`src/rtl/evt_ctrl_pkg.sv`:
```
package evt_ctrl_pkg;
  localparam int unsigned EVT_N     = 16;
  localparam int unsigned EVT_IDX_W = $clog2(EVT_N);
  localparam int unsigned BUS_W     = 32;
  localparam int unsigned ADDR_W    = 2;

  // levels that bypass the enable register
  localparam logic [EVT_N-1:0] LVL_FORCED  = 16'h0007;
  // level that never latches
  localparam logic [EVT_N-1:0] LVL_RSVD    = 16'h0010;
  // levels software may raise
  localparam logic [EVT_N-1:0] LVL_SWRAISE = 16'hC000;

  typedef enum logic [ADDR_W-1:0] {
    SEL_PEND  = 2'd0,
    SEL_ENAB  = 2'd1,
    SEL_RAISE = 2'd2,
    SEL_NONE  = 2'd3
  } reg_sel_e;
endpackage

```
`src/rtl/evt_reg_if.sv`:
```
module evt_reg_if
  import evt_ctrl_pkg::*;
(
  input  logic              clk,
  input  logic              rst_n,
  input  logic              acc_en_i,
  input  logic              acc_wr_i,
  input  logic              acc_priv_i,
  input  logic [ADDR_W-1:0] acc_addr_i,
  input  logic [BUS_W-1:0]  acc_wdata_i,
  input  logic [EVT_N-1:0]  pend_i,
  input  logic [EVT_N-1:0]  en_eff_i,
  output logic [EVT_N-1:0]  clr_req_o,
  output logic [EVT_N-1:0]  raise_o,
  output logic              en_wr_o,
  output logic [EVT_N-1:0]  en_wdata_o,
  output logic [BUS_W-1:0]  rdata_o,
  output logic              err_o
);
  localparam int unsigned PAD_W = BUS_W - EVT_N;

  reg_sel_e         sel;
  logic             wr_ok;
  logic             rd_any;
  logic [EVT_N-1:0] wlo;
  logic [BUS_W-1:0] rdata_n;
  logic             rdata_ce;
  logic             err_n;
  logic             unused_whi;

  assign sel        = reg_sel_e'(acc_addr_i);
  assign wlo        = acc_wdata_i[EVT_N-1:0];
  assign unused_whi = ^acc_wdata_i[BUS_W-1:EVT_N];

  always_comb begin
    wr_ok      = acc_en_i & acc_wr_i & acc_priv_i;
    rd_any     = acc_en_i & ~acc_wr_i;
    clr_req_o  = (wr_ok && sel == SEL_PEND)  ? wlo : '0;
    raise_o    = (wr_ok && sel == SEL_RAISE) ? (wlo & LVL_SWRAISE) : '0;
    en_wr_o    = wr_ok && sel == SEL_ENAB;
    en_wdata_o = wlo;
    rdata_n    = '0;
    if (acc_priv_i) begin
      unique case (sel)
        SEL_PEND: rdata_n = {{PAD_W{1'b0}}, pend_i};
        SEL_ENAB: rdata_n = {{PAD_W{1'b0}}, en_eff_i};
        default:  rdata_n = '0;
      endcase
    end
    rdata_ce = rd_any;
    err_n    = acc_en_i & ~acc_priv_i;
  end

  always_ff @(posedge clk or negedge rst_n) begin
    if (!rst_n) begin
      rdata_o <= '0;
      err_o   <= 1'b0;
    end else begin
      if (rdata_ce) rdata_o <= rdata_n;
      err_o <= err_n;
    end
  end

  AST_ERR_FLAGGED: assert property (@(posedge clk) disable iff (!rst_n)
    (acc_en_i && !acc_priv_i) |=> err_o);
  AST_RDATA_HELD: assert property (@(posedge clk) disable iff (!rst_n)
    !(acc_en_i && !acc_wr_i) |=> $stable(rdata_o));
  AST_RDATA_HI_ZERO: assert property (@(posedge clk) disable iff (!rst_n)
    (acc_en_i && !acc_wr_i) |=> rdata_o[BUS_W-1:EVT_N] == '0);
endmodule

```
`src/rtl/evt_enable.sv`:
```
module evt_enable
  import evt_ctrl_pkg::*;
(
  input  logic             clk,
  input  logic             rst_n,
  input  logic             en_wr_i,
  input  logic [EVT_N-1:0] en_wdata_i,
  output logic [EVT_N-1:0] en_eff_o
);
  logic [EVT_N-1:0] en_q;
  logic [EVT_N-1:0] en_n;

  always_comb begin
    en_n     = en_wdata_i;
    en_eff_o = (en_q | LVL_FORCED) & ~LVL_RSVD;
  end

  always_ff @(posedge clk or negedge rst_n) begin
    if (!rst_n)       en_q <= '0;
    else if (en_wr_i) en_q <= en_n;
  end

  AST_EN_HOLD: assert property (@(posedge clk) disable iff (!rst_n)
    !en_wr_i |=> $stable(en_eff_o));
endmodule

```
`src/rtl/evt_pending.sv`:
```
module evt_pending
  import evt_ctrl_pkg::*;
(
  input  logic                 clk,
  input  logic                 rst_n,
  input  logic [EVT_N-1:0]     req_i,
  input  logic [EVT_N-1:0]     raise_i,
  input  logic [EVT_N-1:0]     clr_req_i,
  input  logic [EVT_N-1:0]     en_eff_i,
  input  logic                 ack_vld_i,
  input  logic [EVT_IDX_W-1:0] ack_idx_i,
  output logic [EVT_N-1:0]     pend_q
);
  logic [EVT_N-1:0] ack_clr;
  logic [EVT_N-1:0] sw_clr;
  logic [EVT_N-1:0] pend_n;
  logic             pend_ce;

  always_comb begin
    ack_clr = '0;
    if (ack_vld_i) ack_clr[ack_idx_i] = 1'b1;
    sw_clr  = clr_req_i & ~en_eff_i & ~LVL_FORCED;
    pend_n  = ((pend_q & ~ack_clr & ~sw_clr) | req_i | raise_i) & ~LVL_RSVD;
    pend_ce = pend_n != pend_q;
  end

  always_ff @(posedge clk or negedge rst_n) begin
    if (!rst_n)       pend_q <= '0;
    else if (pend_ce) pend_q <= pend_n;
  end

  AST_RSVD_IDLE: assert property (@(posedge clk) disable iff (!rst_n)
    !pend_q[4]);
  AST_REQ_LATCHED: assert property (@(posedge clk) disable iff (!rst_n)
    1'b1 |=> ((($past(req_i) & ~LVL_RSVD) & ~pend_q) == '0));
  AST_ACK_CLEARS: assert property (@(posedge clk) disable iff (!rst_n)
    (ack_vld_i && !req_i[ack_idx_i] && !raise_i[ack_idx_i])
    |=> ((pend_q >> $past(ack_idx_i)) & EVT_N'(1)) == '0);
  AST_ENABLED_KEPT: assert property (@(posedge clk) disable iff (!rst_n)
    1'b1 |=> (($past(pend_q & en_eff_i) & ~$past(ack_clr) & ~pend_q) == '0));
endmodule

```
`src/rtl/evt_prio_sel.sv`:
```
module evt_prio_sel
  import evt_ctrl_pkg::*;
(
  input  logic                 clk,
  input  logic                 rst_n,
  input  logic [EVT_N-1:0]     pend_i,
  input  logic [EVT_N-1:0]     en_eff_i,
  output logic                 vec_vld_o,
  output logic [EVT_IDX_W-1:0] vec_idx_o
);
  logic [EVT_N-1:0]     cand;
  logic                 sel_vld;
  logic [EVT_IDX_W-1:0] sel_idx;
  logic                 vec_ce;

  always_comb begin
    cand    = pend_i & en_eff_i;
    sel_vld = 1'b0;
    sel_idx = '0;
    for (int i = EVT_N - 1; i >= 0; i--) begin
      if (cand[i]) begin
        sel_vld = 1'b1;
        sel_idx = i[EVT_IDX_W-1:0];
      end
    end
    vec_ce = (sel_vld != vec_vld_o) || (sel_idx != vec_idx_o);
  end

  always_ff @(posedge clk or negedge rst_n) begin
    if (!rst_n) begin
      vec_vld_o <= 1'b0;
      vec_idx_o <= '0;
    end else if (vec_ce) begin
      vec_vld_o <= sel_vld;
      vec_idx_o <= sel_idx;
    end
  end

  AST_VEC_IS_CAND: assert property (@(posedge clk) disable iff (!rst_n)
    vec_vld_o |-> ((($past(cand) >> vec_idx_o) & EVT_N'(1)) == EVT_N'(1)));
  AST_VEC_IS_TOP: assert property (@(posedge clk) disable iff (!rst_n)
    vec_vld_o |-> (($past(cand) & ((EVT_N'(1) << vec_idx_o) - EVT_N'(1))) == '0));
  AST_VEC_IDLE: assert property (@(posedge clk) disable iff (!rst_n)
    !vec_vld_o |-> ($past(cand) == '0));
endmodule

```
`src/rtl/evt_core_ctrl.sv`:
```
module evt_core_ctrl
  import evt_ctrl_pkg::*;
(
  input  logic                 clk,
  input  logic                 rst_n,
  input  logic [EVT_N-1:0]     evt_req,
  output logic                 vec_vld,
  output logic [EVT_IDX_W-1:0] vec_idx,
  input  logic                 vec_ack,
  input  logic                 reg_en,
  input  logic                 reg_wr,
  input  logic                 reg_priv,
  input  logic [ADDR_W-1:0]    reg_addr,
  input  logic [BUS_W-1:0]     reg_wdata,
  output logic [BUS_W-1:0]     reg_rdata,
  output logic                 reg_err
);
  logic [1:0]       rst_sync_q;
  logic             rst_int_n;
  logic [EVT_N-1:0] pend_q;
  logic [EVT_N-1:0] en_eff;
  logic [EVT_N-1:0] clr_req;
  logic [EVT_N-1:0] raise;
  logic             en_wr;
  logic [EVT_N-1:0] en_wdata;
  logic             ack_vld;

  always_ff @(posedge clk or negedge rst_n) begin
    if (!rst_n) rst_sync_q <= 2'b00;
    else        rst_sync_q <= {rst_sync_q[0], 1'b1};
  end
  assign rst_int_n = rst_sync_q[1];

  assign ack_vld = vec_ack & vec_vld;

  evt_reg_if i_reg_if (
    .clk(clk), .rst_n(rst_int_n),
    .acc_en_i(reg_en), .acc_wr_i(reg_wr), .acc_priv_i(reg_priv),
    .acc_addr_i(reg_addr), .acc_wdata_i(reg_wdata),
    .pend_i(pend_q), .en_eff_i(en_eff),
    .clr_req_o(clr_req), .raise_o(raise),
    .en_wr_o(en_wr), .en_wdata_o(en_wdata),
    .rdata_o(reg_rdata), .err_o(reg_err)
  );

  evt_enable i_enable (
    .clk(clk), .rst_n(rst_int_n),
    .en_wr_i(en_wr), .en_wdata_i(en_wdata), .en_eff_o(en_eff)
  );

  evt_pending i_pending (
    .clk(clk), .rst_n(rst_int_n),
    .req_i(evt_req), .raise_i(raise), .clr_req_i(clr_req),
    .en_eff_i(en_eff), .ack_vld_i(ack_vld), .ack_idx_i(vec_idx),
    .pend_q(pend_q)
  );

  evt_prio_sel i_prio_sel (
    .clk(clk), .rst_n(rst_int_n),
    .pend_i(pend_q), .en_eff_i(en_eff),
    .vec_vld_o(vec_vld), .vec_idx_o(vec_idx)
  );

  AST_NOPRIV_EN_HOLD: assert property (@(posedge clk) disable iff (!rst_int_n)
    (reg_en && !reg_priv) |=> $stable(en_eff));
  AST_FORCED_LEVELS: assert property (@(posedge clk) disable iff (!rst_int_n)
    reg_en |=> ((en_eff & LVL_FORCED) == LVL_FORCED));
  AST_SW_RAISE: assert property (@(posedge clk) disable iff (!rst_int_n)
    (reg_en && reg_wr && reg_priv && reg_addr == 2'd2 && reg_wdata[15]) |=> pend_q[15]);
endmodule

```
`config.mk`:
```
export PLATFORM = sky130hd
export DESIGN_NAME = evt_core_ctrl
export DESIGN_NICKNAME = d
export VERILOG_FILES = /design/src/rtl/evt_ctrl_pkg.sv /design/src/rtl/evt_reg_if.sv /design/src/rtl/evt_enable.sv /design/src/rtl/evt_pending.sv /design/src/rtl/evt_prio_sel.sv /design/src/rtl/evt_core_ctrl.sv
export SDC_FILE = /design/constraint.sdc
export NUM_CORES = 1
export LEC_CHECK = 0
export BUFFER_PORTS_ARGS = -buffer_cell sky130_fd_sc_hd__buf_2
export CORE_MARGIN = 2
export CORE_UTILIZATION = 53
export CTS_CLUSTER_DIAMETER = 40
export DETAILED_ROUTE_END_ITERATION = 7
export PLACE_DENSITY = 0.82
export SYNTH_ARGS = -nofsm -noshare
export SYNTH_HDL_FRONTEND = slang
export SYNTH_SLANG_ARGS = --single-unit
```
`constraint.sdc`:
```
create_clock -name clk -period 2.5 [get_ports clk]
set_input_delay 0.25 -clock clk [delete_from_list [all_inputs] [get_ports clk]]
set_output_delay 0.25 -clock clk [all_outputs]
set_load 0.1 [all_outputs]
```
# Word-level counts from Yosys, hierarchy flattened
# Index checks and enable logic that the tools add are counted.
[classes]
order_cmp = 2
eq_ne = 5
muxes = 39
n_bitwise = 16
reduce_logical = 6
[op_table]
columns = ["op", "count"]
rows = [
  ["$and 16x16->16", 4],
  ["$mux 16", 4],
  ["$mux 4", 16],
  ["$not 16->16", 3],
  ["$or 16x16->16", 2],
  ["$pmux 16 s2", 1],
  ["$mux 1", 17],
  ["$ne 15x15->1", 1],
  ["$and 1x1->1", 5],
  ["$lt 4x5->1 const B", 1],
  ["$demux 1 s4", 1],
  ["$ge 4x1->1 const B", 1],
  ["$logic_and 1x1->1", 4],
  ["$ne 4x4->1", 1],
  ["$eq 2x1->1 const B", 1],
  ["$eq 2x2->1 const B", 1],
  ["$logic_not 2->1", 1],
  ["$not 1->1", 2],
  ["$logic_or 1x1->1", 1],
  ["$ne 1x1->1", 1],
]
[totals]
register_bits = 71
in_bits = 56
output_inout_bits = 38
elab_cells = 75

# Longest topological paths before layout
# Gate-level depths: netlist of the first run.
[depth]
depth_word = 19
ltp_mapped = 5
ltp_nobuf = 4

# Cells and area by module
# From an unflattened synthesis of the first run, not the netlist that was laid out.
[unflattened]
cells_unflattened = 295
hier_area_um2 = 3060.4
[by_module_without_submodules]
columns = ["mod", "n_inst", "cells_per_inst", "area_per_inst_um2", "seq_area_each_um2"]
rows = [
  ["evt_reg_if", 1, 131, 1378.8, 425.4],
  ["evt_pending", 1, 86, 739.5, 375.4],
  ["evt_enable", 1, 31, 521.8, 300.3],
  ["evt_prio_sel", 1, 43, 360.3, 125.1],
  ["evt_core_ctrl", 1, 4, 60.1, 50.0],
]

# Least setup slack after synthesis of the first run
# OpenSTA, ideal clock, no wires.
[synth_path]
kind = "register to register"
startpoint = "register i_prio_sel.vec_vld_o"
endpoint = "register i_pending.pend_q[0]"
setup_time_ps = 127
arrival_ps = 1628
t_required_ps = 2373
setup_slack_ps = 746
path_stages_with_launch = 5
path_buffers = 0
synth_period_minus_slack_ps = 1754
cell_sequence = "dfrtp_1 > nand2_1 > or3_1 > o31ai_1 > nand2b_1"
[synth_between]
elab_chain_len = 8
[synth_lines]
columns = ["element", "line", "text"]
rows = [
  ["start: declaration", "evt_prio_sel.sv:8", "output logic vec_vld_o,"],
  ["start signal: assignment", "evt_prio_sel.sv:34", "vec_vld_o <= sel_vld;"],
  ["$and 1x1->1 *", "evt_core_ctrl.sv:34", "assign ack_vld = vec_ack & vec_vld;"],
  ["$mux 16 *", "evt_pending.sv:21", "if (ack_vld_i) ack_clr[ack_idx_i] = 1'b1;"],
  ["$not 16->16 *", "evt_pending.sv:23", "pend_n = ((pend_q & ~ack_clr & ~sw_clr) | req_i | raise_i) & ~LVL_RSVD;"],
  ["$and 16x16->16 * (2 in series)", "evt_pending.sv:23", ""],
  ["$or 16x16->16 * (2 in series)", "evt_pending.sv:23", ""],
  ["$ne 15x15->1", "evt_pending.sv:24", "pend_ce = pend_n != pend_q;"],
  ["end signal: assignment", "evt_pending.sv:29", "else if (pend_ce) pend_q <= pend_n;"],
  ["end: declaration", "evt_pending.sv:12", "output logic [EVT_N-1:0] pend_q"],
]
# Every way passes the cells marked *; elsewhere a longest branch is shown, timed or not.
# A chain may end at the register's enable or synchronous reset.

# Worst setup path after layout of the first run
[layout_path]
startpoint = "register i_prio_sel.vec_idx_o[2]"
endpoint = "output vec_idx[2]"
[layout_rtl]
columns = ["element", "line", "text"]
rows = [
  ["start: declaration", "evt_prio_sel.sv:9", "output logic [EVT_IDX_W-1:0] vec_idx_o"],
  ["start signal: assignment", "evt_prio_sel.sv:35", "vec_idx_o <= sel_idx;"],
  ["end: declaration", "evt_core_ctrl.sv:8", "output logic [EVT_IDX_W-1:0] vec_idx,"],
]
# No word-level cell between the ends.

==> impl_metrics.toml, run 1 <==
[outcome]
run_status = "finished, final reports clean"

[power_and_ir_drop]
vdd.ir_drop.worst_v = 0.0002866
p_seq_share_pct = 48.8
power.switching_fraction_pct = 39.34
p_clk_share_pct = 21.8
finalPower_mw = 2.025
cellLeakagePower_nw = 1.326
cell_internal_pwr_mw = 1.228
part_of_the_total_power_dissipated_in_combinational_logic_pct = 29.4
p_switching_mw = 0.7965
power.density_nw_per_um2 = 720.6

[finish]
design_area_um2 = 2810
antenna_diode_count = 0
flow.area_growth_from_synthesis_pct = 12.86
nNetsFinal = 344
most_frequent_cells_in_the_layout = "sky130_fd_sc_hd__buf_2, sky130_fd_sc_hd__dfrtp_1, sky130_fd_sc_hd__o21ai_0"
fillers = 384
final_layout_size_suffix_gt1_share_pct = 29.86
finish.cell_count_without_fillers = 340
mostFrequentLayoutCell = "sky130_fd_sc_hd__buf_2"
post-route-util_pct = 63.23

[sta]
hold_slack_ns = 0.1156
setup_violations = 0
max_slew_margin_pct = 33.05
final.setup.worst_slack_ns = 0.9549
slew_violations = 0
period_needed_ns = 1.545
timing_worst_slew_pin_value_ns = 1.004
timing_hold_violations_final = 0
rsz_0062_raised_after_global_routing = "false"
clock_tree_skew_after_final_layout_ns = 0.008039
fin_crit_sh_pct = 61.80
setup_total_negative_slack_ns = 0
timing.fmax_mhz = 647.2

[flow_run]
max_cap_viol_count = 0

[detailed_routing]
detail_route.vias_per_cell = 5.638
route.detailed.drc = 0
routed_via_count = 1917
routed_wire_length_per_instance_um = 15.41
drt_pass1_iterations = 4
drt_first_iter_violations = 114
totalWireLength_mm = 5.241
ant_nets = 0

[global_routing]
grt_pass1_wl_mm = 8.597
grt_util_all_layers_pct = 21.71
grt.overflow.total = 0
grt_antenna_before_repair = 0
grt_max_degree = 49
first_global_vias = 1789

[place]
buffer_ports.inserted = 55
pre_cts_setup_slack_ns = 0.8843
instance_area_at_placement_um2 = 2724
hpwlAfterDp_mm = 3.830
finalWeightedCongestion = 0.8018
place.detailed.instances = 332

[clocking]
deepest_clock_path_buffer_count = 2
clock_insertion_delay_worst_skew_ns = 0.30
ctsHoldBuffers = 1
cts_setup_buffers = 0
clock-sinks = 50
htreeDepth = 2
cts_root_buf = "sky130_fd_sc_hd__clkbuf_8"
cts_repair_resize_count = 0
tritoncts = "done"
clk_pin_slew_worst_paths_ns = 0.09
tritoncts.num_buffers = 5

[die]
height_of_the_die_um = 72.54
initial_core_util_pct = 56.02
dieArea_um2 = 5262
boundaryPins = 94
std_cell_rows = 24
chipWidth_um = 72.54
design.core.area_um2 = 4444

[critical_path]
worst_ep_required_time_ns = 2.25
critPathSlowestCell = "sky130_fd_sc_hd__dfrtp_1"
cp_cell_sequence = "buf_2"
setup.worst_path.end_class = "output port"
start_kind = "register"
cell_family_with_most_cp_delay = "flip-flops"
critPathMaxStageDelay_ns = 0.51
timing_worst_setup_path_type = "reg -> out"
crit_arrival_ns = 1.30
cp.buffers_inverters = 1
critical_path_peak_fanout = 8

[logic_synthesis]
yosys_register_bits = 50
avg_inst_size_synth_um2 = 10.73
yosysSeqAreaShare_pct = 50.25
yosysWarningCount = 0
cell_area_after_synthesis_um2 = 2490
primary_flip_flop_cell_chosen_by_synthesis_mapping = "sky130_fd_sc_hd__dfrtp_1"
synth_cell_types = 32
number_of_enable_flip_flop_cells_after_synthesis = 0
post_synth_arst_share_pct = 100.0
synthCells = 232

[hold_path]
hold_class = "in -> reg"
[layer usage]
metal / vias to the layer above / wire, µm / track usage (%)
li1: 900 / - / -
met1: 924 / 2337 / 29.86
met2: 84 / 2490 / 33.33
met3: 9 / 338 / 4.861
met4: 0 / 74 / 9.053
met5: - / 0 / 0
[power groups by stage]
stage	combinational, mW	clock, mW	sequential, mW
5_1_grt	0.628	0.497	1.01
2_1_floorplan	0.314	0	1.18
3_5_place_dp	0.592	0	1.01
3_3_place_gp	0.581	0	1.00
6_report	0.595	0.441	0.989
4_1_cts	0.594	0.450	0.989
[cell families (layout without fill, tap and decap cells)]
group | count (synthesis) | after routing | share of synthesized area (%)
simple gates | 66 | 66 | 16.33
compound gates | 65 | 65 | 15.68
flops | 50 | 50 | 50.25
buf+inv | 25 | 65 | 7.186
mux | 24 | 24 | 10.25
other cells | 2 | 18 | 0.3016
[sequential cells by signal, indices dropped and copies added (netlist names)]
name and count:
i_prio_sel.vec_vld_o 1, i_reg_if.err_o 1, i_pending.pend_q 15, i_enable.en_q 12, i_prio_sel.vec_idx_o 4, rst_sync_q 2
i_reg_if.rdata_o 15
[worst paths after layout]
path                                         startpoint                      end  slack, ns  depth (start not counted)
worst max register to register         i_enable.en_q[9]  i_prio_sel.vec_idx_o[1]       1.18                          4
worst min-delay path                           reg_priv           i_reg_if.err_o       0.12                          2
min in group asynchronous                         rst_n            rst_sync_q[1]       0.26                          2
worst max-delay path            i_prio_sel.vec_idx_o[2]               vec_idx[2]       0.95                          1
worst min register to register            rst_sync_q[0]            rst_sync_q[1]       0.36                          0
max in group asynchronous                 rst_sync_q[1]     i_pending.pend_q[14]       1.44                          0
[area by class of cell]
cell class / instances / area [µm²] / area share, %
clock buffer: 7 / 76.32 / 2.716
tap: 52 / 65.06 / 2.315
sequential: 50 / 1252 / 44.57
inverter: 1 / 3.754 / 0.1336
timing repair buffer: 57 / 292.8 / 10.42
multi-input combinational: 173 / 1120 / 39.85
[cell usage after synthesis, types with 3 or more instances]
cell / n / area, µm²
sky130_fd_sc_hd__a22oi_1: 5 / 37.54
sky130_fd_sc_hd__nor3b_2: 11 / 137.6
sky130_fd_sc_hd__nand2_1: 30 / 112.6
sky130_fd_sc_hd__dfrtp_1: 50 / 1251
sky130_fd_sc_hd__o21ai_0: 32 / 160.2
sky130_fd_sc_hd__mux2_2: 12 / 135.1
sky130_fd_sc_hd__nor2_1: 4 / 15.01
sky130_fd_sc_hd__o21bai_1: 11 / 82.58
sky130_fd_sc_hd__nor3b_1: 3 / 22.52
sky130_fd_sc_hd__nor2b_1: 3 / 18.77
sky130_fd_sc_hd__a21oi_1: 7 / 35.03
sky130_fd_sc_hd__nand2b_1: 7 / 43.79
sky130_fd_sc_hd__buf_4: 18 / 135.1
sky130_fd_sc_hd__o31ai_1: 3 / 22.52
sky130_fd_sc_hd__mux2i_1: 12 / 120.1
Power figures use the tool's default switching activity.
==> run 2: changes to the inputs <==
--- a/config.mk
+++ b/config.mk
@@ -5,12 +5,13 @@
 export SDC_FILE = /design/constraint.sdc
 export NUM_CORES = 1
 export LEC_CHECK = 0
+export ABC_AREA = 1
 export BUFFER_PORTS_ARGS = -buffer_cell sky130_fd_sc_hd__buf_2
 export CORE_MARGIN = 2
-export CORE_UTILIZATION = 53
+export CORE_UTILIZATION = 49
 export CTS_CLUSTER_DIAMETER = 40
 export DETAILED_ROUTE_END_ITERATION = 7
-export PLACE_DENSITY = 0.82
+export PLACE_DENSITY = 0.76
 export SYNTH_ARGS = -nofsm -noshare
 export SYNTH_HDL_FRONTEND = slang
 export SYNTH_SLANG_ARGS = --single-unit
==> constraint.sdc (replaced) <==
create_clock -name clk -period 1.6 [get_ports clk]
set_input_delay 0.16 -clock clk [delete_from_list [all_inputs] [get_ports clk]]
set_output_delay 0.16 -clock clk [all_outputs]
set_load 0.1 [all_outputs]
==> run 2 against run 1 <==
Register-to-register slack worse by 0.92 ns. Area after synthesis increased by 2.4%. Synthesized cell count is 31% higher. Combinational power grew 63%. Clock power increased by 67%. Largest cell class unchanged. Final area grew 5.8%. Die area rose by 10%. Worst setup slack worse by 0.70 ns. Highest routed layer unchanged. Largest power group unchanged.
==> impl_metrics.toml, run 2 <==
[outcome]
run_status = "finished, final reports clean"

[global_routing]
grt_pass1_wl_mm = 9.604
first_global_vias = 2031
grt_util_all_layers_pct = 20.67
grt_max_degree = 32
grt_antenna_before_repair = 0
grt.overflow.total = 0

[clocking]
clk_pin_slew_worst_paths_ns = 0.08
clock_insertion_delay_worst_skew_ns = 0.30
deepest_clock_path_buffer_count = 2
htreeDepth = 2
tritoncts.num_buffers = 5
cts_root_buf = "sky130_fd_sc_hd__clkbuf_8"
clock-sinks = 50
tritoncts = "done"

[critical_path]
critPathSlowestCell = "sky130_fd_sc_hd__dfrtp_1"
critical_path.reg2reg.endpoint = "i_prio_sel.vec_idx_o[0]"
critical_path_peak_fanout = 3
timing_worst_setup_path_type = "reg -> reg"
timing.reg2reg.worst_path_depth = 14
worstReg2RegStart = "i_pending.pend_q[15]"
setup.worst_path.end_class = "register"
worst_ep_required_time_ns = 1.78
r2r_setup_slack_ns = 0.26
timing.critical_path.mode_cell = "sky130_fd_sc_hd__nand2_1"
cp_cell_sequence = "nand2_1, clkinv_1, nand2_1, nand2_1, nand2_1, nand2_1, nand2_1, nand2_1, nand2_1, nand2_1, nand2_1, nand2_1, nand2_1, a21oi_2"
crit_arrival_ns = 1.53
critPathMaxStageDelay_ns = 0.40
start_kind = "register"

[sta]
final.setup.worst_slack_ns = 0.2574
setup_violations = 0
timing_hold_violations_final = 0
fin_crit_sh_pct = 83.91
period_needed_ns = 1.343
rsz_0062_raised_after_global_routing = "false"
hold_slack_ns = 0.04394
setup_total_negative_slack_ns = 0
clock_tree_skew_after_final_layout_ns = 0.008646
timing.fmax_mhz = 744.8
slew_violations = 0

[finish]
antenna_diode_count = 0
fillers = 501
most_frequent_cells_in_the_layout = "sky130_fd_sc_hd__nand2_1, sky130_fd_sc_hd__buf_2, sky130_fd_sc_hd__dfrtp_1"
final_layout_size_suffix_gt1_share_pct = 24.52
finish.cell_count_without_fillers = 437
mostFrequentLayoutCell = "sky130_fd_sc_hd__nand2_1"
multi_input_area_um2 = 1064
top_regs = "i_pending.pend_q (15), i_reg_if.rdata_o (15), i_enable.en_q (12)"
nNetsFinal = 422
flow.area_growth_from_synthesis_pct = 16.63
seqCellArea_um2 = 1259

[place]
buffer_ports.inserted = 55
hpwlAfterDp_mm = 4.407
finalWeightedCongestion = 0.8184
place.detailed.instances = 428
pre_cts_setup_slack_ns = 0.2341

[power_and_ir_drop]
power.density_nw_per_um2 = 1070
vdd.ir_drop.worst_v = 0.0006350
cellLeakagePower_nw = 1.589
finalPower_mw = 3.181

[logic_synthesis]
yosys_register_bits = 50
avg_inst_size_synth_um2 = 8.360
synth_cell_types = 32
synth.top_cells.by_area = "sky130_fd_sc_hd__dfrtp_1, sky130_fd_sc_hd__nand2_1, sky130_fd_sc_hd__o21ai_0"
post_synth_arst_share_pct = 100.0
yosysMostFrequentCell = "sky130_fd_sc_hd__nand2_1"
most_frequent_cells_after_synthesis = "sky130_fd_sc_hd__nand2_1, sky130_fd_sc_hd__dfrtp_1, sky130_fd_sc_hd__o21ai_0"
primary_flip_flop_cell_chosen_by_synthesis_mapping = "sky130_fd_sc_hd__dfrtp_1"
synth_top_area_cell = "sky130_fd_sc_hd__dfrtp_1"
yosysSeqAreaShare_pct = 49.07
yosysWarningCount = 0
cell_area_after_synthesis_um2 = 2550
synthCells = 305
number_of_enable_flip_flop_cells_after_synthesis = 0
synth_top_area_share_pct = 49.07

[hold_path]
hold_path.startpoint = "evt_req[0]"
worstHoldEndpoint = "i_pending.pend_q[0]"
worstHoldPathCells = 3
hold_class = "in -> reg"

[detailed_routing]
detail_route.vias_per_cell = 4.975
ant_nets = 0
route.detailed.drc = 0
routed_wire_length_per_instance_um = 12.85
drt_pass1_iterations = 4
totalWireLength_mm = 5.614
drt_first_iter_violations = 111
routed_via_count = 2174

[die]
boundaryPins = 94
height_of_the_die_um = 76.14
std_cell_rows = 26
chipWidth_um = 76.14
initial_core_util_pct = 50.25
design.core.area_um2 = 5075
dieArea_um2 = 5797

[flow_run]
max_cap_viol_count = 0
[run 2: changes by cell type in the layout (fill, tap and decap cells not counted), sizes merged, moves of 8 or more]
cell and delta:
inv +30, mux2 -11, nand2 +41, nor2 +16, nand3 +18, nor3b -14, a22o +8, mux2i -12
[run 2: through the flow]
step / utilization (%) / area [µm²]
floorplan: - / 2616
global placement: 56.61 / 2873
detailed placement: 56.61 / 2873
CTS: 58.60 / 2974
global route: 58.60 / 2974
finish: 58.60 / 2974
[run 2: kinds of logic (layout without fill, tap and decap cells)]
kind of cell / after synthesis / in the layout / share of synthesized area [%]
simple gates: 124 / 124 / 20.90
compound gates: 71 / 71 / 17.57
buf+inv: 57 / 103 / 11.58
flops: 50 / 50 / 49.07
other cells: 2 / 18 / 0.2945
mux: 1 / 1 / 0.5886
[run 2: timing repair]
| item | CTS | global route |
|---|---|---|
| gates resized for setup | 0 | 0 |
| hold buffers | 1 | 0 |
| setup buffers | 0 | 0 |
| hold endpoints to repair | 2 | 0 |
[run 2: area by class of cell]
type	count	share of cell area [%]
clock inverter	1	0.1683
multi-input combinational	214	35.76
inverter	32	4.123
tap	70	2.945
timing repair buffer	63	11.78
clock buffer	7	2.903
sequential	50	42.32
[run 2: how the worst max path moves through the flow]
stage                    startpoint                       to  slack, ns  cells past startpoint
2_1_floorplan         rst_sync_q[1]  i_prio_sel.vec_idx_o[0]     -0.004                      0
3_3_place_gp                 reg_wr        i_enable.en_q[14]       0.27                      7
3_5_place_dp                 reg_wr        i_enable.en_q[14]       0.23                      7
4_1_cts        i_pending.pend_q[15]  i_prio_sel.vec_idx_o[0]       0.25                     14
5_1_grt        i_pending.pend_q[15]  i_prio_sel.vec_idx_o[0]       0.11                     14
6_report       i_pending.pend_q[15]  i_prio_sel.vec_idx_o[0]       0.26                     14
[run 2: critical path: cells and delay by family (launching register included)]
family / cells / cell delay (ns)
and+or+nand+nor: 12 / 0.70
DFF: 1 / 0.40
buffers and inverters: 1 / 0.08
AOI/OAI and AO/OA: 1 / 0.05
[run 2: per-layer routing]
layer  global-route usage [%]  wire (µm)  vias to the layer above
met4                    4.182         41                        0
met3                    4.147        450                        5
met5                        0          0                        -
met1                    28.01       2442                      993
met2                    34.91       2680                       85
li1                         -          -                     1091
[run 2: power by group]
group	switching, mW	internal, mW	total (mW)
registers	0.0976	1.38	1.47
logic	0.763	0.208	0.971
clock network	0.387	0.349	0.736
==> run 3: changes to the inputs <==
--- a/config.mk
+++ b/config.mk
@@ -8,10 +8,10 @@
 export ABC_AREA = 1
 export BUFFER_PORTS_ARGS = -buffer_cell sky130_fd_sc_hd__buf_2
 export CORE_MARGIN = 2
-export CORE_UTILIZATION = 49
+export CORE_UTILIZATION = 44
 export CTS_CLUSTER_DIAMETER = 40
 export DETAILED_ROUTE_END_ITERATION = 7
-export PLACE_DENSITY = 0.76
+export PLACE_DENSITY = 0.72
 export SYNTH_ARGS = -nofsm -noshare
 export SYNTH_HDL_FRONTEND = slang
 export SYNTH_SLANG_ARGS = --single-unit
==> constraint.sdc (replaced) <==
create_clock -name clk -period 1.2 [get_ports clk]
set_input_delay 0.12 -clock clk [delete_from_list [all_inputs] [get_ports clk]]
set_output_delay 0.12 -clock clk [all_outputs]
set_load 0.1 [all_outputs]
==> run 3 against run 2 <==
The flow now finishes with violations (setup timing). Clock power grew 32%. Via count is 7.8% higher. Critical path depth is the same. Fmax increased by 6.6%. Sequential power is 35% higher. Count of clock-buffer cells in the layout decreased by 1.
==> impl_metrics.toml, run 3 (synthesized netlist as in run 2, its figures left out) <==
[critical_path]
crit_arrival_ns = 1.46
critical_path.reg2reg.endpoint = "i_prio_sel.vec_idx_o[0]"
worstReg2RegStart = "i_pending.pend_q[15]"
timing_worst_setup_path_type = "reg -> reg"
start_kind = "register"
r2r_setup_slack_ns = -0.06
timing.reg2reg.worst_path_depth = 14
timing.critical_path.from = "i_pending.pend_q[15]"
endpoint = "i_prio_sel.vec_idx_o[0]"
critical_path_peak_fanout = 2
worst_ep_required_time_ns = 1.40
setup.worst_path.end_class = "register"

[finish]
fillers = 476
design_area_um2 = 3642
nNetsFinal = 449
final_layout_size_suffix_gt1_share_pct = 38.58
antenna_diode_count = 0
top_regs = "i_pending.pend_q (15), i_reg_if.rdata_o (15), i_enable.en_q (12)"
flow.area_growth_from_synthesis_pct = 42.84
most_frequent_cells_in_the_layout = "sky130_fd_sc_hd__nand2_1, sky130_fd_sc_hd__buf_2, sky130_fd_sc_hd__dfrtp_1"
mostFrequentLayoutCell = "sky130_fd_sc_hd__nand2_1"

[detailed_routing]
route.detailed.drc = 0
drt_first_iter_violations = 138
drt_pass1_iterations = 4
ant_nets = 0
detail_route.vias_per_cell = 5.028
routed_wire_length_per_instance_um = 13.75
totalWireLength_mm = 6.407
routed_via_count = 2343

[power_and_ir_drop]
p_switching_mw = 1.819
p_clk_share_pct = 21.0
cell_internal_pwr_mw = 2.824
finalPower_mw = 4.643
vdd.ir_drop.worst_v = 0.0007567
power.switching_fraction_pct = 39.18
p_seq_share_pct = 42.9
part_of_the_total_power_dissipated_in_combinational_logic_pct = 36.2
cellLeakagePower_nw = 1.766
power.density_nw_per_um2 = 1275

[die]
design.core.area_um2 = 5540
chipWidth_um = 80.13
height_of_the_die_um = 80.13
boundaryPins = 94
initial_core_util_pct = 46.03
std_cell_rows = 27
dieArea_um2 = 6420

[sta]
rsz_0062_raised_after_global_routing = "true"
period_needed_ns = 1.259
timing_hold_violations_final = 0
setup_violations = 6
final.setup.worst_slack_ns = -0.05895
slew_violations = 0
fin_crit_sh_pct = 104.9
clock_tree_skew_after_final_layout_ns = 0.006373
hold_slack_ns = 0.006121
timing.fmax_mhz = 794.3

[outcome]
violations = "setup timing"
run_status = "finished, violations left"

[global_routing]
grt_pass1_wl_mm = 10.32
grt_antenna_before_repair = 0
grt.overflow.total = 0
grt_util_all_layers_pct = 21.21
grt_max_degree = 49
first_global_vias = 2226

[place]
finalWeightedCongestion = 0.8594
buffer_ports.inserted = 55
pre_cts_setup_slack_ns = -0.06833
hpwlAfterDp_mm = 4.712
instance_area_at_placement_um2 = 3351

[hold_path]
worstHoldPathCells = 2
hold_class = "in -> reg"

[clocking]
deepest_clock_path_buffer_count = 2
clock_insertion_delay_worst_skew_ns = 0.31
clock-sinks = 50
htreeDepth = 2
clk_pin_slew_worst_paths_ns = 0.09
tritoncts.num_buffers = 5
cts_root_buf = "sky130_fd_sc_hd__clkbuf_8"
tritoncts = "done"

[flow_run]
max_cap_viol_count = 0
-- run 3: changes by cell type in the layout (fill, tap and decap cells not counted), sizes merged --
cell,change
buf,+19
dlygate4sd3,+7
clkinvlp,+2
clkinv,-1
-- run 3: worst max-delay path: stages, from the launching register on --
cell                       delay (ns)
sky130_fd_sc_hd__dfrtp_1         0.40
sky130_fd_sc_hd__nand2_2         0.09
sky130_fd_sc_hd__clkinv_2        0.04
sky130_fd_sc_hd__nand2_1         0.04
sky130_fd_sc_hd__nand2_1         0.04
sky130_fd_sc_hd__nand2_1         0.05
sky130_fd_sc_hd__nand2_1         0.04
sky130_fd_sc_hd__nand2_1         0.05
sky130_fd_sc_hd__nand2_1         0.04
sky130_fd_sc_hd__nand2_1         0.06
sky130_fd_sc_hd__nand2_1         0.05
sky130_fd_sc_hd__nand2_1         0.07
sky130_fd_sc_hd__nand2_1         0.05
sky130_fd_sc_hd__nand2_1         0.07
sky130_fd_sc_hd__a21oi_2         0.05
-- run 3: repair_timing --
| action | in CTS | in global routing |
|---|---|---|
| pin swaps | 0 | 7 |
| resized for setup | 10 | 21 |
| hold buffers | 7 | 1 |
| buffers inserted | 0 | 5 |
| endpoints found under the hold margin | 8 | 1 |
| setup endpoints to repair | 7 | 17 |
-- run 3: worst min-delay path by stage --
stage / slack, ns / start / endpoint
6_report: 0.006 / evt_req[10] / i_pending.pend_q[10]
2_1_floorplan: -0.18 / rst_n / rst_sync_q[0]
4_1_cts: 0.00002 / evt_req[0] / i_pending.pend_q[0]
5_1_grt: 0.005 / evt_req[1] / i_pending.pend_q[1]
3_5_place_dp: -0.09 / rst_n / rst_sync_q[0]
3_3_place_gp: -0.09 / rst_n / rst_sync_q[0]
-- run 3: area by class of cell --
class                           count  area [µm²]  share of cell area (%)
Inverter                           32       126.4                   3.470
Clock buffer                        6       72.57                   1.992
Tap cell                           72       90.09                   2.473
Sequential cell                    50        1290                   35.42
Multi-Input combinational cell    214        1164                   31.95
Timing Repair Buffer               90       884.6                   24.29
Clock inverter                      2       15.01                  0.4122
-- run 3: layer usage --
metal	global-route usage, %	part of all wire, %	up-vias
li1	-	-	1148
met1	27.60	42	1105
met2	36.08	51	83
met3	3.596	5.5	7
met4	6.610	1.2	0
met5	0	0	-
-- run 3: power by group through the flow --
stage,Clock (mW),Sequential (mW),Combinational (mW)
global placement,0,2.01,1.56
global route,1.07,2.01,1.79
floorplan,0,2.40,0.685
finish,0.973,1.99,1.68
detailed placement,0,2.02,1.58
CTS,1.00,1.98,1.61
-- run 3: per-stage QoR --
stage               std cells  utilization (%)   TNS, ns
finish                    466            65.74   -0.2109
global route              466            65.74   -0.5272
CTS                       460            63.69   -0.1568
detailed placement        445            60.48   -0.1198
global placement          445            60.48  -0.02553
floorplan                 321                -   -0.3445
